$ cat src/rtl/uart_tx_pkg.sv
// Shared types for the serial transmitter.
// Assumes: parity mode encoding 0 none, 1 even, 2 odd, 3 none.
package uart_tx_pkg;
    typedef enum logic [2:0] {
        ST_IDLE,
        ST_START,
        ST_DATA,
        ST_PARITY,
        ST_STOP
    } tx_state_e;

    localparam logic [1:0] PAR_EVEN = 2'd1;
    localparam logic [1:0] PAR_ODD  = 2'd2;
endpackage

$ cat src/rtl/uart_tx_baud.sv
// Baud divider: emits a one-cycle tick every (div_i + 1) cycles.
// Assumes: div_i may change at any time; a count above the new value wraps at once.
module uart_tx_baud #(
    parameter int DIV_W = 12
) (
    input  logic             clk,
    input  logic             rst_n,
    input  logic [DIV_W-1:0] div_i,
    output logic             tick_o
);
    logic [DIV_W-1:0] cnt_q;

    assign tick_o = (cnt_q >= div_i);

    // Advance the divider, clearing it on each tick.
    always_ff @(posedge clk) begin
        if (!rst_n)      cnt_q <= '0;
        else if (tick_o) cnt_q <= '0;
        else             cnt_q <= cnt_q + 1'b1;
    end

    AST_TICK_WRAPS: assert property (@(posedge clk) disable iff (!rst_n)
        tick_o |=> (cnt_q == '0));
    AST_CNT_ADVANCES: assert property (@(posedge clk) disable iff (!rst_n)
        !tick_o |=> (cnt_q == $past(cnt_q) + 1'b1));
endmodule

$ cat src/rtl/uart_tx_parity.sv
// Parity generator: decides from the mode whether a parity bit is sent and its value.
// Assumes: data is the byte about to be framed; modes 0 and 3 both mean no parity.
module uart_tx_parity #(
    parameter int DATA_W = 8
) (
    input  logic [DATA_W-1:0] data_i,
    input  logic [1:0]        mode_i,
    output logic              par_en_o,
    output logic              par_bit_o
);
    import uart_tx_pkg::*;

    // Map the mode to enable and polarity of the extra bit.
    always_comb begin
        par_en_o  = 1'b0;
        par_bit_o = 1'b0;
        case (mode_i)
            PAR_EVEN: begin par_en_o = 1'b1; par_bit_o = ^data_i;    end
            PAR_ODD:  begin par_en_o = 1'b1; par_bit_o = ~(^data_i); end
            default:  ;
        endcase
    end
endmodule

$ cat src/rtl/uart_tx_frame.sv
// Frame sequencer: pops a byte on a tick, then shifts start, data, parity and stop
// bits, each held for OVERSAMPLE ticks. Settings are captured at the pop.
// Assumes: fifo_data_i is valid whenever fifo_empty_i is low (show-ahead FIFO).
module uart_tx_frame #(
    parameter int DATA_W     = 8,
    parameter int OVERSAMPLE = 16
) (
    input  logic              clk,
    input  logic              rst_n,
    input  logic              tick_i,
    input  logic              en_i,
    input  logic              fifo_empty_i,
    input  logic [DATA_W-1:0] fifo_data_i,
    input  logic              par_en_i,
    input  logic              par_bit_i,
    input  logic              two_stop_i,
    output logic              pop_o,
    output logic              txd_o
);
    import uart_tx_pkg::*;

    localparam int SUB_W = (OVERSAMPLE > 1) ? $clog2(OVERSAMPLE) : 1;
    localparam int IDX_W = (DATA_W > 1) ? $clog2(DATA_W) : 1;
    localparam logic [SUB_W-1:0] SUB_LAST = SUB_W'(OVERSAMPLE - 1);
    localparam logic [IDX_W-1:0] IDX_LAST = IDX_W'(DATA_W - 1);

    tx_state_e         state_q;
    logic [SUB_W-1:0]  sub_q;
    logic [IDX_W-1:0]  idx_q;
    logic [DATA_W-1:0] shreg_q;
    logic              par_en_q, par_bit_q, two_stop_q, stop_sec_q;
    logic              txd_q;
    logic              bit_end, last_stop, launch;

    assign bit_end   = tick_i && (sub_q == SUB_LAST);
    assign last_stop = (state_q == ST_STOP) && (!two_stop_q || stop_sec_q);
    assign launch    = tick_i && en_i && !fifo_empty_i &&
                       ((state_q == ST_IDLE) || (bit_end && last_stop));
    assign pop_o     = launch;
    assign txd_o     = txd_q;

    // Load a new frame, or step the tick count and the bit sequence.
    always_ff @(posedge clk) begin
        if (!rst_n) begin
            state_q    <= ST_IDLE;
            sub_q      <= '0;
            idx_q      <= '0;
            shreg_q    <= '0;
            par_en_q   <= 1'b0;
            par_bit_q  <= 1'b0;
            two_stop_q <= 1'b0;
            stop_sec_q <= 1'b0;
            txd_q      <= 1'b1;
        end else if (launch) begin
            state_q    <= ST_START;
            sub_q      <= '0;
            idx_q      <= '0;
            shreg_q    <= fifo_data_i;
            par_en_q   <= par_en_i;
            par_bit_q  <= par_bit_i;
            two_stop_q <= two_stop_i;
            stop_sec_q <= 1'b0;
            txd_q      <= 1'b0;
        end else if (tick_i && state_q != ST_IDLE) begin
            if (!bit_end) begin
                sub_q <= sub_q + 1'b1;
            end else begin
                sub_q <= '0;
                case (state_q)
                    ST_START: begin
                        state_q <= ST_DATA;
                        idx_q   <= '0;
                        txd_q   <= shreg_q[0];
                    end
                    ST_DATA: begin
                        if (idx_q == IDX_LAST) begin
                            state_q <= par_en_q ? ST_PARITY : ST_STOP;
                            txd_q   <= par_en_q ? par_bit_q : 1'b1;
                        end else begin
                            idx_q   <= idx_q + 1'b1;
                            shreg_q <= shreg_q >> 1;
                            txd_q   <= shreg_q[1];
                        end
                    end
                    ST_PARITY: begin
                        state_q <= ST_STOP;
                        txd_q   <= 1'b1;
                    end
                    ST_STOP: begin
                        if (two_stop_q && !stop_sec_q) begin
                            stop_sec_q <= 1'b1;
                        end else begin
                            state_q <= ST_IDLE;
                            txd_q   <= 1'b1;
                        end
                    end
                    default: state_q <= ST_IDLE;
                endcase
            end
        end
    end

    AST_IDLE_LINE_HIGH: assert property (@(posedge clk) disable iff (!rst_n)
        (state_q == ST_IDLE) |-> txd_q);
    AST_START_LOW: assert property (@(posedge clk) disable iff (!rst_n)
        pop_o |=> (!txd_o && state_q == ST_START));
    AST_HOLD_BETWEEN_TICKS: assert property (@(posedge clk) disable iff (!rst_n)
        !tick_i |=> ($stable(txd_q) && $stable(sub_q)));
    AST_STOP_HIGH: assert property (@(posedge clk) disable iff (!rst_n)
        (state_q == ST_STOP) |-> txd_q);
endmodule

$ cat src/rtl/uart_tx.sv
// Serial transmitter top: divider, parity generator and frame sequencer.
// Assumes: a show-ahead FIFO drives fifo_data_i/fifo_empty_i and pops on fifo_pop_o.
module uart_tx #(
    parameter int DIV_W      = 12,
    parameter int DATA_W     = 8,
    parameter int OVERSAMPLE = 16
) (
    input  logic              clk,
    input  logic              rst_n,
    input  logic              tx_en_i,
    input  logic [1:0]        par_mode_i,
    input  logic              two_stop_i,
    input  logic [DIV_W-1:0]  baud_div_i,
    input  logic              fifo_empty_i,
    input  logic [DATA_W-1:0] fifo_data_i,
    output logic              fifo_pop_o,
    output logic              txd_o
);
    logic tick, par_en, par_bit;

    uart_tx_baud #(.DIV_W(DIV_W)) u_baud (
        .clk    (clk),
        .rst_n  (rst_n),
        .div_i  (baud_div_i),
        .tick_o (tick)
    );

    uart_tx_parity #(.DATA_W(DATA_W)) u_par (
        .data_i    (fifo_data_i),
        .mode_i    (par_mode_i),
        .par_en_o  (par_en),
        .par_bit_o (par_bit)
    );

    uart_tx_frame #(.DATA_W(DATA_W), .OVERSAMPLE(OVERSAMPLE)) u_frame (
        .clk          (clk),
        .rst_n        (rst_n),
        .tick_i       (tick),
        .en_i         (tx_en_i),
        .fifo_empty_i (fifo_empty_i),
        .fifo_data_i  (fifo_data_i),
        .par_en_i     (par_en),
        .par_bit_i    (par_bit),
        .two_stop_i   (two_stop_i),
        .pop_o        (fifo_pop_o),
        .txd_o        (txd_o)
    );

    AST_POP_NEEDS_EN: assert property (@(posedge clk) disable iff (!rst_n)
        fifo_pop_o |-> tx_en_i);
    AST_POP_ON_TICK: assert property (@(posedge clk) disable iff (!rst_n)
        fifo_pop_o |-> tick);
    AST_SINGLE_POP: assert property (@(posedge clk) disable iff (!rst_n)
        fifo_pop_o |=> !fifo_pop_o);
endmodule

$ cat config.mk
export PLATFORM = sky130hd
export DESIGN_NAME = uart_tx
export DESIGN_NICKNAME = d
export VERILOG_FILES = /design/src/rtl/uart_tx_pkg.sv /design/src/rtl/uart_tx_baud.sv /design/src/rtl/uart_tx_parity.sv /design/src/rtl/uart_tx_frame.sv /design/src/rtl/uart_tx.sv
export SDC_FILE = /design/constraint.sdc
export NUM_CORES = 1
export LEC_CHECK = 0
export CAP_MARGIN = 20
export CORE_MARGIN = 8
export CORE_UTILIZATION = 50
export DETAILED_ROUTE_END_ITERATION = 16
export DONT_BUFFER_PORTS = 1
export HOLD_SLACK_MARGIN = 0.02
export PLACE_DENSITY = 0.61
export SLEW_MARGIN = 20
export SYNTH_ARGS = -nofsm -noshare
export SYNTH_HDL_FRONTEND = slang
export SYNTH_SLANG_ARGS = --single-unit
$ cat constraint.sdc
create_clock -name clk -period 3.15 [get_ports clk]
set_clock_uncertainty 0.2 [all_clocks]
set_input_delay 0.315 -clock clk [delete_from_list [all_inputs] [get_ports clk]]
set_output_delay 0.315 -clock clk [all_outputs]
set_load 0.005 [all_outputs]
==> impl_metrics.csv, run 1 <==
group,metric,value,unit
synth,synth_flop_cell,"sky130_fd_sc_hd__dfxtp_1",
floorplanning,floorplan.die.height,82.16,um
status,status,"completed",
synth,netlist_instances,257,
sta,tightest_slew,0.6857,ns
detailed_routing,detail-route-antenna-nets,0,
clocking,cts_inserted_buffers,5,
clocking,clock_insertion_delay_at_the_later_pin_of_the_skew_report,0.29,ns
worst_setup_path,crit_path_top_delay_cell,"sky130_fd_sc_hd__a2111oi_4",
global_route,number_of_antenna_violations_at_the_first_check_in_global_routing,0,
synth,syn_area,2188,um2
place,gp_congestion,0.8333,
detailed_routing,total_length_of_routed_wires,4630,um
detailed_routing,initialDrtViolationCount,62,
sta,report.final.hold_viol_count,0,
clocking,max-clock-path-buffers,2,
final_layout,num-nets-final,304,
synth,syn_avg_cell_area,8.515,um2
synth,synth_seq_area_share,0.3202,
floorplanning,rows,24,
clocking,clock-sinks,35,
power,power.leakage,0.8725,nW
worst_setup_path,critPathMaxFanout,18,
global_route,grt_overflow,0,
synth,synth_async_sr_flop_share,0,
floorplanning,die_width,82.16,um
floorplanning,ios,29,
worst_setup_path,critPathCaptureType,"primary output",
sta,min_tclk_post_route,2.888,ns
synth,synth-warning-count,0,
global_route,grt_start_max_net_pins,19,
global_route,grt_first_pass_wirelength,7872,um
final_layout,post_route_cells_drive_above_1_share,0.1000,
worst_setup_path,path_cells,"ha_1, and4_1, nand3_2, a2111oi_4, nor2_4, nor2_1",
floorplanning,floorplan.initialDensity,0.5096,
clocking,tritoncts,"yes",
final_layout,synthToLayoutAreaGrowth,6.461,%
detailed_routing,route.detailed.wl_per_inst,14.84,um
floorplanning,core_area,4294,um2
sta,maxSlewHeadroom,0.5429,
global_route,global_route.usage.total,0.1483,
synth,syn-num-nets,302,
power,pwr_density,362.9,nW/um2
min_path,worstHoldPathType,"in2reg",
clocking,cts_h_tree_depth,2,
power,ir_worst_vdd,0.0002632,V
sta,setup_viol,0,
synth,ys_types,56,
detailed_routing,detail_route.drc_violations,0,
sta,maxClockFrequency,346.3,MHz
sta,fin_tns_setup,0,ns
clocking,cts_setup_buffers,0,
global_route,first_global_vias,1711,
final_layout,antennaDiodeCount,0,
place,buffer_ports.inserted,0,
worst_setup_path,critPathRequiredTime,2.63,ns
sta,setup_repair_after_global_routing_missed_its_margin,"no",
sta,fin_worst_hold_slack,0.02764,ns
worst_setup_path,worstPathArrival,2.37,ns
sta,final.period_utilization,0.9168,
job,number_of_violations_of_the_max_capacitance_limit,0,
synth,synth.ff_latch_count,35,
floorplanning,fp.dieArea,6749,um2
worst_setup_path,worstSetupPathType,"reg2out",
detailed_routing,num_vias,1822,
detailed_routing,drt-vias-per-instance,5.840,
detailed_routing,detailedRoute.firstPassIterationCount,4,
clocking,cts-root-buf,"sky130_fd_sc_hd__clkbuf_8",
sta,drv_slew,0,
synth,synth_enable_flop_cells,0,
clocking,path_clk_slew,0.07,ns
worst_setup_path,setup.worst_path.start_class,"flip-flop",
worst_setup_path,cp_slowest_stage_delay,0.64,ns
place,place_hpwl,3436,um
flip-flops by register name (all words and copies together) (netlist names):
signal / count
u_baud.cnt_q: 12
u_frame.par_en_q: 1
u_frame.stop_sec_q: 1
u_frame.idx_q: 3
u_frame.par_bit_q: 1
u_frame.state_q: 3
u_frame.sub_q: 4
u_frame.two_stop_q: 1
u_frame.shreg_q: 8
u_frame.txd_o: 1
power breakdown:
| group | total [W] | internal, W | switching [W] |
|---|---|---|---|
| Combinational | 0.0000813 | 0.0000384 | 0.0000429 |
| Clock | 0.000315 | 0.000151 | 0.000164 |
| Sequential | 0.000449 | 0.000446 | 0.00000367 |
critical path: cells and delay by family (launching register included):
kind / cells / cell delay [ns]
flip-flops: 1 / 0.33
adder cells (fa/ha/maj): 1 / 0.29
AO/OA/AOI/OAI: 1 / 0.64
AND/OR/NAND/NOR: 4 / 0.82
layout by cell type (no fill, tap or decap), types with 4 or more instances in the layout:
cell type	instances
sky130_fd_sc_hd__o21ai_0	13
sky130_fd_sc_hd__dfxtp_1	35
sky130_fd_sc_hd__xnor2_1	12
sky130_fd_sc_hd__nand3_1	13
sky130_fd_sc_hd__nor2_1	25
sky130_fd_sc_hd__o32ai_1	6
sky130_fd_sc_hd__a22oi_1	5
sky130_fd_sc_hd__inv_1	20
sky130_fd_sc_hd__xor2_1	5
sky130_fd_sc_hd__a31oi_1	4
sky130_fd_sc_hd__clkbuf_8	5
sky130_fd_sc_hd__a21oi_1	14
sky130_fd_sc_hd__nand2_1	19
sky130_fd_sc_hd__nand3b_1	6
sky130_fd_sc_hd__ha_1	18
synth_stat cells, drive strengths merged (2+ instances only):
library cell	n	area (um2)
inv	20	75.07
dfxtp	35	700.7
clkbuf	8	40.04
a2111oi	2	42.54
xor2	5	43.79
o21ai	15	86.33
a311oi	3	26.28
mux2i	2	20.02
nand2	19	71.32
nand3	14	75.07
a21o	3	23.77
or2	2	12.51
xnor2	12	105.1
ha	18	225.2
a221oi	3	26.28
a21oi	15	78.83
nand3b	6	45.04
and3	4	26.28
a22oi	5	37.54
nor3	3	20.02
o311ai	3	26.28
a31oi	4	25.02
a211oi	2	15.01
nor2	26	105.1
nand2b	3	33.79
buf	2	12.51
o32ai	6	52.55
cells by family (layout without fill, tap and decap cells):
logic type / after synthesis / count (layout) / synth area share
compound gates: 68 / 68 / 0.2293
xor+xnor: 17 / 17 / 0.06804
fa+ha+maj: 18 / 18 / 0.1029
buf+inv: 31 / 34 / 0.06003
flops: 35 / 35 / 0.3202
mux: 3 / 3 / 0.01429
simple gates: 85 / 85 / 0.2053
routing by layer:
| metal | vias up | track usage | routed length (um) |
|---|---|---|---|
| met5 | - | 0 | 0 |
| met4 | 0 | 0.04211 | 43 |
| met3 | 5 | 0.04329 | 191 |
| met2 | 36 | 0.2549 | 2197 |
| met1 | 850 | 0.1750 | 2197 |
| li1 | 931 | - | - |
what timing repair did:
item                      in CTS  in global routing
hold buffers                   3                  0
hold endpoints to repair      12                  0
gates resized for setup        0                  0
area by class of cell:
type | count | area, um2
fill | 430 | 1964
clock buffer | 5 | 68.82
timing repair buffer | 5 | 45.04
multi-input combinational | 191 | 1356
clock inverter | 3 | 15.01
tap | 52 | 65.06
inverter | 21 | 78.83
sequential | 35 | 700.7
per-stage QoR:
| step | cells | setup WS (ns) | power (W) | util | instance area (um2) |
|---|---|---|---|---|---|
| finish | 312 | 0.2622 | 0.0008455 | 0.5425 | 2330 |
| floorplan | 257 | 0.6946 | 0.0005249 | - | 2188 |
| global placement | 301 | 0.4491 | 0.0005355 | 0.5160 | 2216 |
| CTS | 312 | 0.2400 | 0.0008608 | 0.5425 | 2330 |
| global route | 312 | 0.06835 | 0.0008878 | 0.5425 | 2330 |
| detailed placement | 301 | 0.3823 | 0.0005363 | 0.5160 | 2216 |
worst paths after layout:
kind	from	to	slack, ns	cells past startpoint
max	u_baud.cnt_q[9]$_SDFF_PP0_	fifo_pop_o	0.26	6
min	par_mode_i[1]	u_frame.par_en_q$_SDFFE_PN0P_	0.03	2
max reg2reg	u_baud.cnt_q[9]$_SDFF_PP0_	u_frame.idx_q[0]$_SDFFE_PP0P_	0.39	7
min reg2reg	u_baud.cnt_q[0]$_SDFF_PP0_	u_baud.cnt_q[0]$_SDFF_PP0_	0.26	1
(Power assumes the default switching activity.)
==> inputs of run 2 (changes only) <==
- CORE_ASPECT_RATIO: unset -> 1.4
==> run 2 against run 1 <==
Core utilization grew 1.5 points. Hold slack is essentially flat. Power grew 4.8%. First-iteration DRC count grew 32%. Clock power grew 12%. Non-clock buffer count grew 1. Critical endpoint unchanged. Highest routed layer unchanged. Sequential cell count is the same. Routed wire length grew 4.6%. Via count grew 0.99%.
==> impl_metrics.csv, run 2 (synthesis gave the netlist of run 1 again) <==
group,metric,value,unit
power,clock_power_share,0.400,
sta,report.final.hold_viol_count,0,
sta,tightest_slew,0.6264,ns
power,ir_worst_vdd,0.0002458,V
sta,fin_tns_setup,0,ns
place,buffer_ports.inserted,0,
power,seq_power_share,0.507,
final_layout,synthToLayoutAreaGrowth,7.147,%
place,dpl.cell_count,295,
min_path,worstHoldPathType,"in2reg",
sta,maxSlewHeadroom,0.5824,
sta,setup_repair_after_global_routing_missed_its_margin,"no",
final_layout,instances_no_fill,306,
sta,setup_viol,0,
final_layout,antennaDiodeCount,0,
final_layout,max_flop_register,"u_baud.cnt_q",
global_route,grt_start_max_net_pins,19,
floorplanning,die_width,71.91,um
detailed_routing,routed-wl-met3,266,um
detailed_routing,drt-vias-per-instance,6.013,
sta,drv_slew,0,
clocking,cts_inserted_buffers,5,
worst_setup_path,critPathCaptureType,"primary output",
detailed_routing,initialDrtViolationCount,82,
final_layout,mostFrequentLayoutCell,"sky130_fd_sc_hd__dfxtp_1",
min_path,holdPathEnd,"u_frame.shreg_q[2]$_SDFFE_PN0P_",
detailed_routing,top_layer,"met4",
detailed_routing,detailedRoute.firstPassIterationCount,4,
min_path,worstHoldPathCells,2,
clocking,path_clk_slew,0.07,ns
final_layout,largestRegisters,"u_baud.cnt_q (12), u_frame.shreg_q (8), u_frame.sub_q (4)",
clocking,cts-root-buf,"sky130_fd_sc_hd__clkbuf_8",
global_route,number_of_antenna_violations_at_the_first_check_in_global_routing,0,
clocking,cts_setup_buffers,0,
clocking,clock-sinks,35,
floorplanning,floorplan.initialDensity,0.5205,
final_layout,post_route_cells_drive_above_1_share,0.09962,
place,gp_congestion,0.7663,
final_layout,most-common-layout-cells,"sky130_fd_sc_hd__dfxtp_1 (35), sky130_fd_sc_hd__nor2_1 (25), sky130_fd_sc_hd__inv_1 (20), sky130_fd_sc_hd__nand2_1 (19), sky130_fd_sc_hd__ha_1 (18)",
floorplanning,core_area,4204,um2
power,switching_power_summed_over_all_nets,0.0002015,W
worst_setup_path,critPathRequiredTime,2.63,ns
global_route,grt_first_pass_wirelength,8086,um
final_layout,num-nets-final,305,
sta,maxClockFrequency,348.6,MHz
worst_setup_path,worstSetupPathType,"reg2out",
global_route,global_route.usage.total,0.1496,
worst_setup_path,worst_reg_to_reg_path_cell_count,7,
detailed_routing,met1_length,2013,um
clocking,tritoncts,"yes",
floorplanning,ios,29,
global_route,grt_overflow,0,
final_layout,largest_register_ffs,12,
detailed_routing,num_vias,1840,
status,status,"completed",
power,pwr_density,377.8,nW/um2
floorplanning,fp.dieArea,6779,um2
worst_setup_path,crit-reg2reg-launch,"u_baud.cnt_q[9]$_SDFF_PP0_",
detailed_routing,detail_route.drc_violations,0,
min_path,hp-start,"rst_n",
floorplanning,rows,28,
sta,min_tclk_post_route,2.869,ns
detailed_routing,route.detailed.wl_per_inst,15.83,um
place,place_hpwl,3665,um
worst_setup_path,critPathMaxFanout,18,
worst_setup_path,setup.worst_path.start_class,"flip-flop",
power,power.internal,0.0006844,W
detailed_routing,detail-route-antenna-nets,0,
worst_setup_path,worst-r2r-setup-slack,0.43,ns
global_route,first_global_vias,1812,
clocking,ctsResizeCount,0,
clocking,clock_insertion_delay_at_the_later_pin_of_the_skew_report,0.28,ns
clocking,cts_hold_fix_bufs,3,
power,netSwitchingFraction,0.2274,
floorplanning,floorplan.die.height,94.28,um
worst_setup_path,crit-reg2reg-capture,"u_frame.idx_q[0]$_SDFFE_PP0P_",
detailed_routing,wl_met2,2471,um
clocking,cts_h_tree_depth,2,
power,power.leakage,0.8811,nW
worst_setup_path,worstPathArrival,2.35,ns
clocking,max-clock-path-buffers,2,
power,power_frac_comb,0.093,
sta,final.period_utilization,0.9108,
detailed_routing,total_length_of_routed_wires,4844,um
job,number_of_violations_of_the_max_capacitance_limit,0,
run 2: changes by cell type in the layout (fill, tap and decap cells not counted), sizes merged:
cell | previous run | this run
clkbuf | 5 | 8
clkinv | 4 | 1
buf | 2 | 3
run 2: through the flow:
| step | power (W) | hold slack [ns] | setup WS [ns] | util | instance area [um2] |
|---|---|---|---|---|---|
| global placement | 0.0005369 | 0.2317 | 0.4532 | 0.5268 | 2215 |
| global route | 0.0009257 | 0.02137 | 0.08505 | 0.5577 | 2345 |
| floorplan | 0.0005249 | 0.2297 | 0.6946 | - | 2188 |
| finish | 0.0008859 | 0.02733 | 0.2811 | 0.5577 | 2345 |
| detailed placement | 0.0005378 | 0.2250 | 0.3891 | 0.5268 | 2215 |
| CTS | 0.0008999 | 0.02530 | 0.2319 | 0.5577 | 2345 |
run 2: cell type report:
type	instances	area, um2
inverters	21	78.83
flip-flops and latches	35	700.7
well taps	45	56.30
clock buffers	8	100.1
repair buffers	6	52.55
multi-input cells	191	1356
fillers	409	1859
run 2: worst max-delay path: stages, from the launching register on:
cell,delay (ns)
sky130_fd_sc_hd__dfxtp_1,0.33
sky130_fd_sc_hd__ha_1,0.30
sky130_fd_sc_hd__and4_1,0.24
sky130_fd_sc_hd__nand3_2,0.12
sky130_fd_sc_hd__a2111oi_4,0.59
sky130_fd_sc_hd__nor2_4,0.19
sky130_fd_sc_hd__nor2_1,0.30
run 2: worst max path at each step:
stage,end,from,cells past startpoint,slack (ns)
CTS,fifo_pop_o,u_baud.cnt_q[9]$_SDFF_PP0_,6,0.23
global route,fifo_pop_o,u_baud.cnt_q[9]$_SDFF_PP0_,6,0.09
floorplan,u_frame.idx_q[0]$_SDFFE_PP0P_,baud_div_i[9],8,0.69
finish,fifo_pop_o,u_baud.cnt_q[9]$_SDFF_PP0_,6,0.28
global placement,u_frame.idx_q[0]$_SDFFE_PP0P_,baud_div_i[9],8,0.45
detailed placement,u_frame.idx_q[0]$_SDFFE_PP0P_,baud_div_i[9],8,0.39
run 2: power groups by stage:
| stage | clock network, W | registers [W] | logic [W] |
|---|---|---|---|
| after floorplan | 0 | 0.000459 | 0.0000662 |
| after global placement | 0 | 0.000460 | 0.0000774 |
| after detailed placement | 0 | 0.000460 | 0.0000781 |
| after CTS | 0.000367 | 0.000449 | 0.0000837 |
| after global routing | 0.000384 | 0.000450 | 0.0000920 |
| final | 0.000354 | 0.000450 | 0.0000820 |
run 2: layer usage:
metal | track usage | vias up
met5 | 0 | -
met4 | 0.07179 | 0
met3 | 0.04487 | 8
met2 | 0.2759 | 45
met1 | 0.1474 | 849
li1 | - | 938
==> inputs of run 3 (changes only) <==
- CORE_UTILIZATION: 50 -> 28
- PLACE_DENSITY: 0.61 -> 0.37
==> run 3 against run 2 <==
Sequential cell count unchanged. Sequential share of layout area is 1.0 points lower. Clock power is 7.3% lower. Critical path depth grew 1. Final cell count increased by 19%. Final area is 3.5% higher. Critical path type unchanged. Routed wire length rose by 23%. First-iteration DRC count decreased by 32%. Largest cell class unchanged. Die area up 61%. Hold slack better by 0.0020 ns. Combinational power rose by 3.0%. Count of clock-buffer cells in the layout down 3.
==> impl_metrics.csv, run 3 (synthesis gave the netlist of run 1 again) <==
group,metric,value,unit
sta,maxClockFrequency,358.5,MHz
min_path,hp-start,"fifo_data_i[6]",
detailed_routing,drt-vias-per-instance,5.129,
floorplanning,fp.dieArea,10940,um2
clocking,cts_h_tree_depth,2,
sta,drv_slew,0,
global_route,grt_start_max_net_pins,19,
floorplanning,core_area,7655,um2
worst_setup_path,worstSetupPathDepth,7,
floorplanning,floorplan.die.height,120.6,um
global_route,global_route.usage.total,0.1130,
worst_setup_path,worstSetupPathType,"reg2out",
detailed_routing,detail-route-antenna-nets,0,
clocking,max-clock-path-buffers,2,
place,gp_congestion,0.7863,
place,buffer_ports.inserted,0,
worst_setup_path,setup.worst_path.start_class,"flip-flop",
sta,setup_viol,0,
min_path,worstHoldPathType,"in2reg",
job,number_of_violations_of_the_max_capacitance_limit,0,
floorplanning,die_width,90.72,um
detailed_routing,total_length_of_routed_wires,5968,um
clocking,clock-sinks,35,
power,clock_power_share,0.381,
sta,setup_repair_after_global_routing_missed_its_margin,"no",
worst_setup_path,crit_path_top_delay_cell,"sky130_fd_sc_hd__a2111oi_2",
global_route,first_global_vias,1917,
power,ir_worst_vdd,0.0001517,V
worst_setup_path,crit_path_start,"u_baud.cnt_q[0]$_SDFF_PP0_",
sta,final.period_utilization,0.8854,
final_layout,antennaDiodeCount,0,
worst_setup_path,cp_slowest_stage_delay,0.45,ns
detailed_routing,detailedRoute.firstPassIterationCount,5,
status,status,"completed",
power,power.leakage,0.8978,nW
power,pwr_density,354.9,nW/um2
final_layout,most-common-layout-cells,"sky130_fd_sc_hd__dfxtp_1 (35), sky130_fd_sc_hd__nor2_1 (25), sky130_fd_sc_hd__inv_1 (20), sky130_fd_sc_hd__nand2_1 (19), sky130_fd_sc_hd__ha_1 (18)",
final_layout,synthToLayoutAreaGrowth,10.92,%
worst_setup_path,critPathCaptureType,"primary output",
global_route,grt_overflow,0,
power,power.internal,0.0006364,W
min_path,worstHoldPathCells,2,
power,switching_power_summed_over_all_nets,0.0002251,W
clocking,path_clk_slew,0.08,ns
final_layout,mostFrequentLayoutCell,"sky130_fd_sc_hd__dfxtp_1",
final_layout,num-nets-final,309,
final_layout,max_flop_register,"u_baud.cnt_q",
place,place_hpwl,4489,um
sta,min_tclk_post_route,2.789,ns
detailed_routing,initialDrtViolationCount,56,
global_route,grt_first_pass_wirelength,9832,um
sta,fin_tns_setup,0,ns
worst_setup_path,crit-reg2reg-launch,"u_baud.cnt_q[0]$_SDFF_PP0_",
worst_setup_path,critPathBufInv,1,
worst_setup_path,path_delay_family,"simple AND/OR/NAND/NOR gates",
worst_setup_path,worst_reg_to_reg_path_cell_count,8,
final_layout,post_route_cells_drive_above_1_share,0.1170,
power,seq_power_share,0.521,
sta,tightest_slew,0.6111,ns
worst_setup_path,path_cells,"inv_1, ha_1, nand2b_4, a2111oi_2, a2111oi_4, nor2_4, nor2_1",
power,power_frac_comb,0.098,
clocking,tritoncts,"yes",
detailed_routing,route.detailed.wl_per_inst,16.35,um
floorplanning,ios,29,
floorplanning,rows,38,
power,netSwitchingFraction,0.2613,
worst_setup_path,critPathRequiredTime,2.63,ns
clocking,cts_inserted_buffers,5,
sta,report.final.hold_viol_count,0,
clocking,clock_insertion_delay_at_the_later_pin_of_the_skew_report,0.29,ns
final_layout,largest_register_ffs,12,
power,total_power,0.0008615,W
sta,maxSlewHeadroom,0.5899,
floorplanning,floorplan.initialDensity,0.2859,
worst_setup_path,worstPathArrival,2.27,ns
global_route,number_of_antenna_violations_at_the_first_check_in_global_routing,0,
clocking,cts-root-buf,"sky130_fd_sc_hd__clkbuf_8",
detailed_routing,num_vias,1872,
detailed_routing,detail_route.drc_violations,0,
final_layout,largestRegisters,"u_baud.cnt_q (12), u_frame.shreg_q (8), u_frame.sub_q (4)",
worst_setup_path,critPathMaxFanout,18,
## run 3: changes by cell type in the layout (fill, tap and decap cells not counted)
cell and change:
sky130_fd_sc_hd__clkbuf_8 -2, sky130_fd_sc_hd__buf_4 +4, sky130_fd_sc_hd__clkinv_2 +3, sky130_fd_sc_hd__clkbuf_1 -1
## run 3: layout make-up
class,count,area [um2]
Clock inverter,3,15.01
Inverter,21,78.83
Tap cell,100,125.1
Sequential cell,35,700.7
Clock buffer,5,68.82
Fill cell,837,5228
Timing Repair Buffer,10,82.58
Multi-Input combinational cell,191,1356
## run 3: routing by layer
metal	GRT usage	vias up	routed length (um)	share of wire
li1	-	937	-	-
met2	0.2140	40	3222	0.54
met1	0.1154	888	2373	0.40
met3	0.02792	7	272	0.046
met4	0.04493	0	99	0.017
met5	0	-	0	0
## run 3: power groups by stage
stage          registers, W   logic, W  clock network (W)
2_1_floorplan      0.000459  0.0000662                  0
3_3_place_gp       0.000460  0.0000799                  0
3_5_place_dp       0.000460  0.0000796                  0
4_1_cts            0.000449  0.0000858           0.000344
5_1_grt            0.000450  0.0000943           0.000366
6_report           0.000449  0.0000845           0.000328
## run 3: path summary, 6_finish.rpt
| path | end | slack (ns) |
|---|---|---|
| max | fifo_pop_o | 0.36 |
| min | u_frame.shreg_q[6]$_SDFFE_PN0P_ | 0.03 |
| max reg2reg | u_frame.sub_q[0]$_SDFFE_PP0N_ | 0.48 |
| min reg2reg | u_baud.cnt_q[0]$_SDFF_PP0_ | 0.27 |
## run 3: per-stage QoR
step             util  area [um2]  hold WS (ns)  instances  setup slack, ns
6_report       0.3171        2427       0.02937        365           0.3608
4_1_cts        0.3171        2427       0.02551        365           0.3049
3_5_place_dp   0.3022        2313        0.2394        354           0.4286
3_3_place_gp   0.3022        2313        0.2414        354           0.5095
2_1_floorplan       -        2188        0.2297        257           0.6946
5_1_grt        0.3171        2427       0.04713        365           0.1572
## run 3: timing repair
item,CTS,global route
hold buffers,3,0
hold endpoints to repair,12,0
setup buffers,0,0
gates resized for setup,0,0
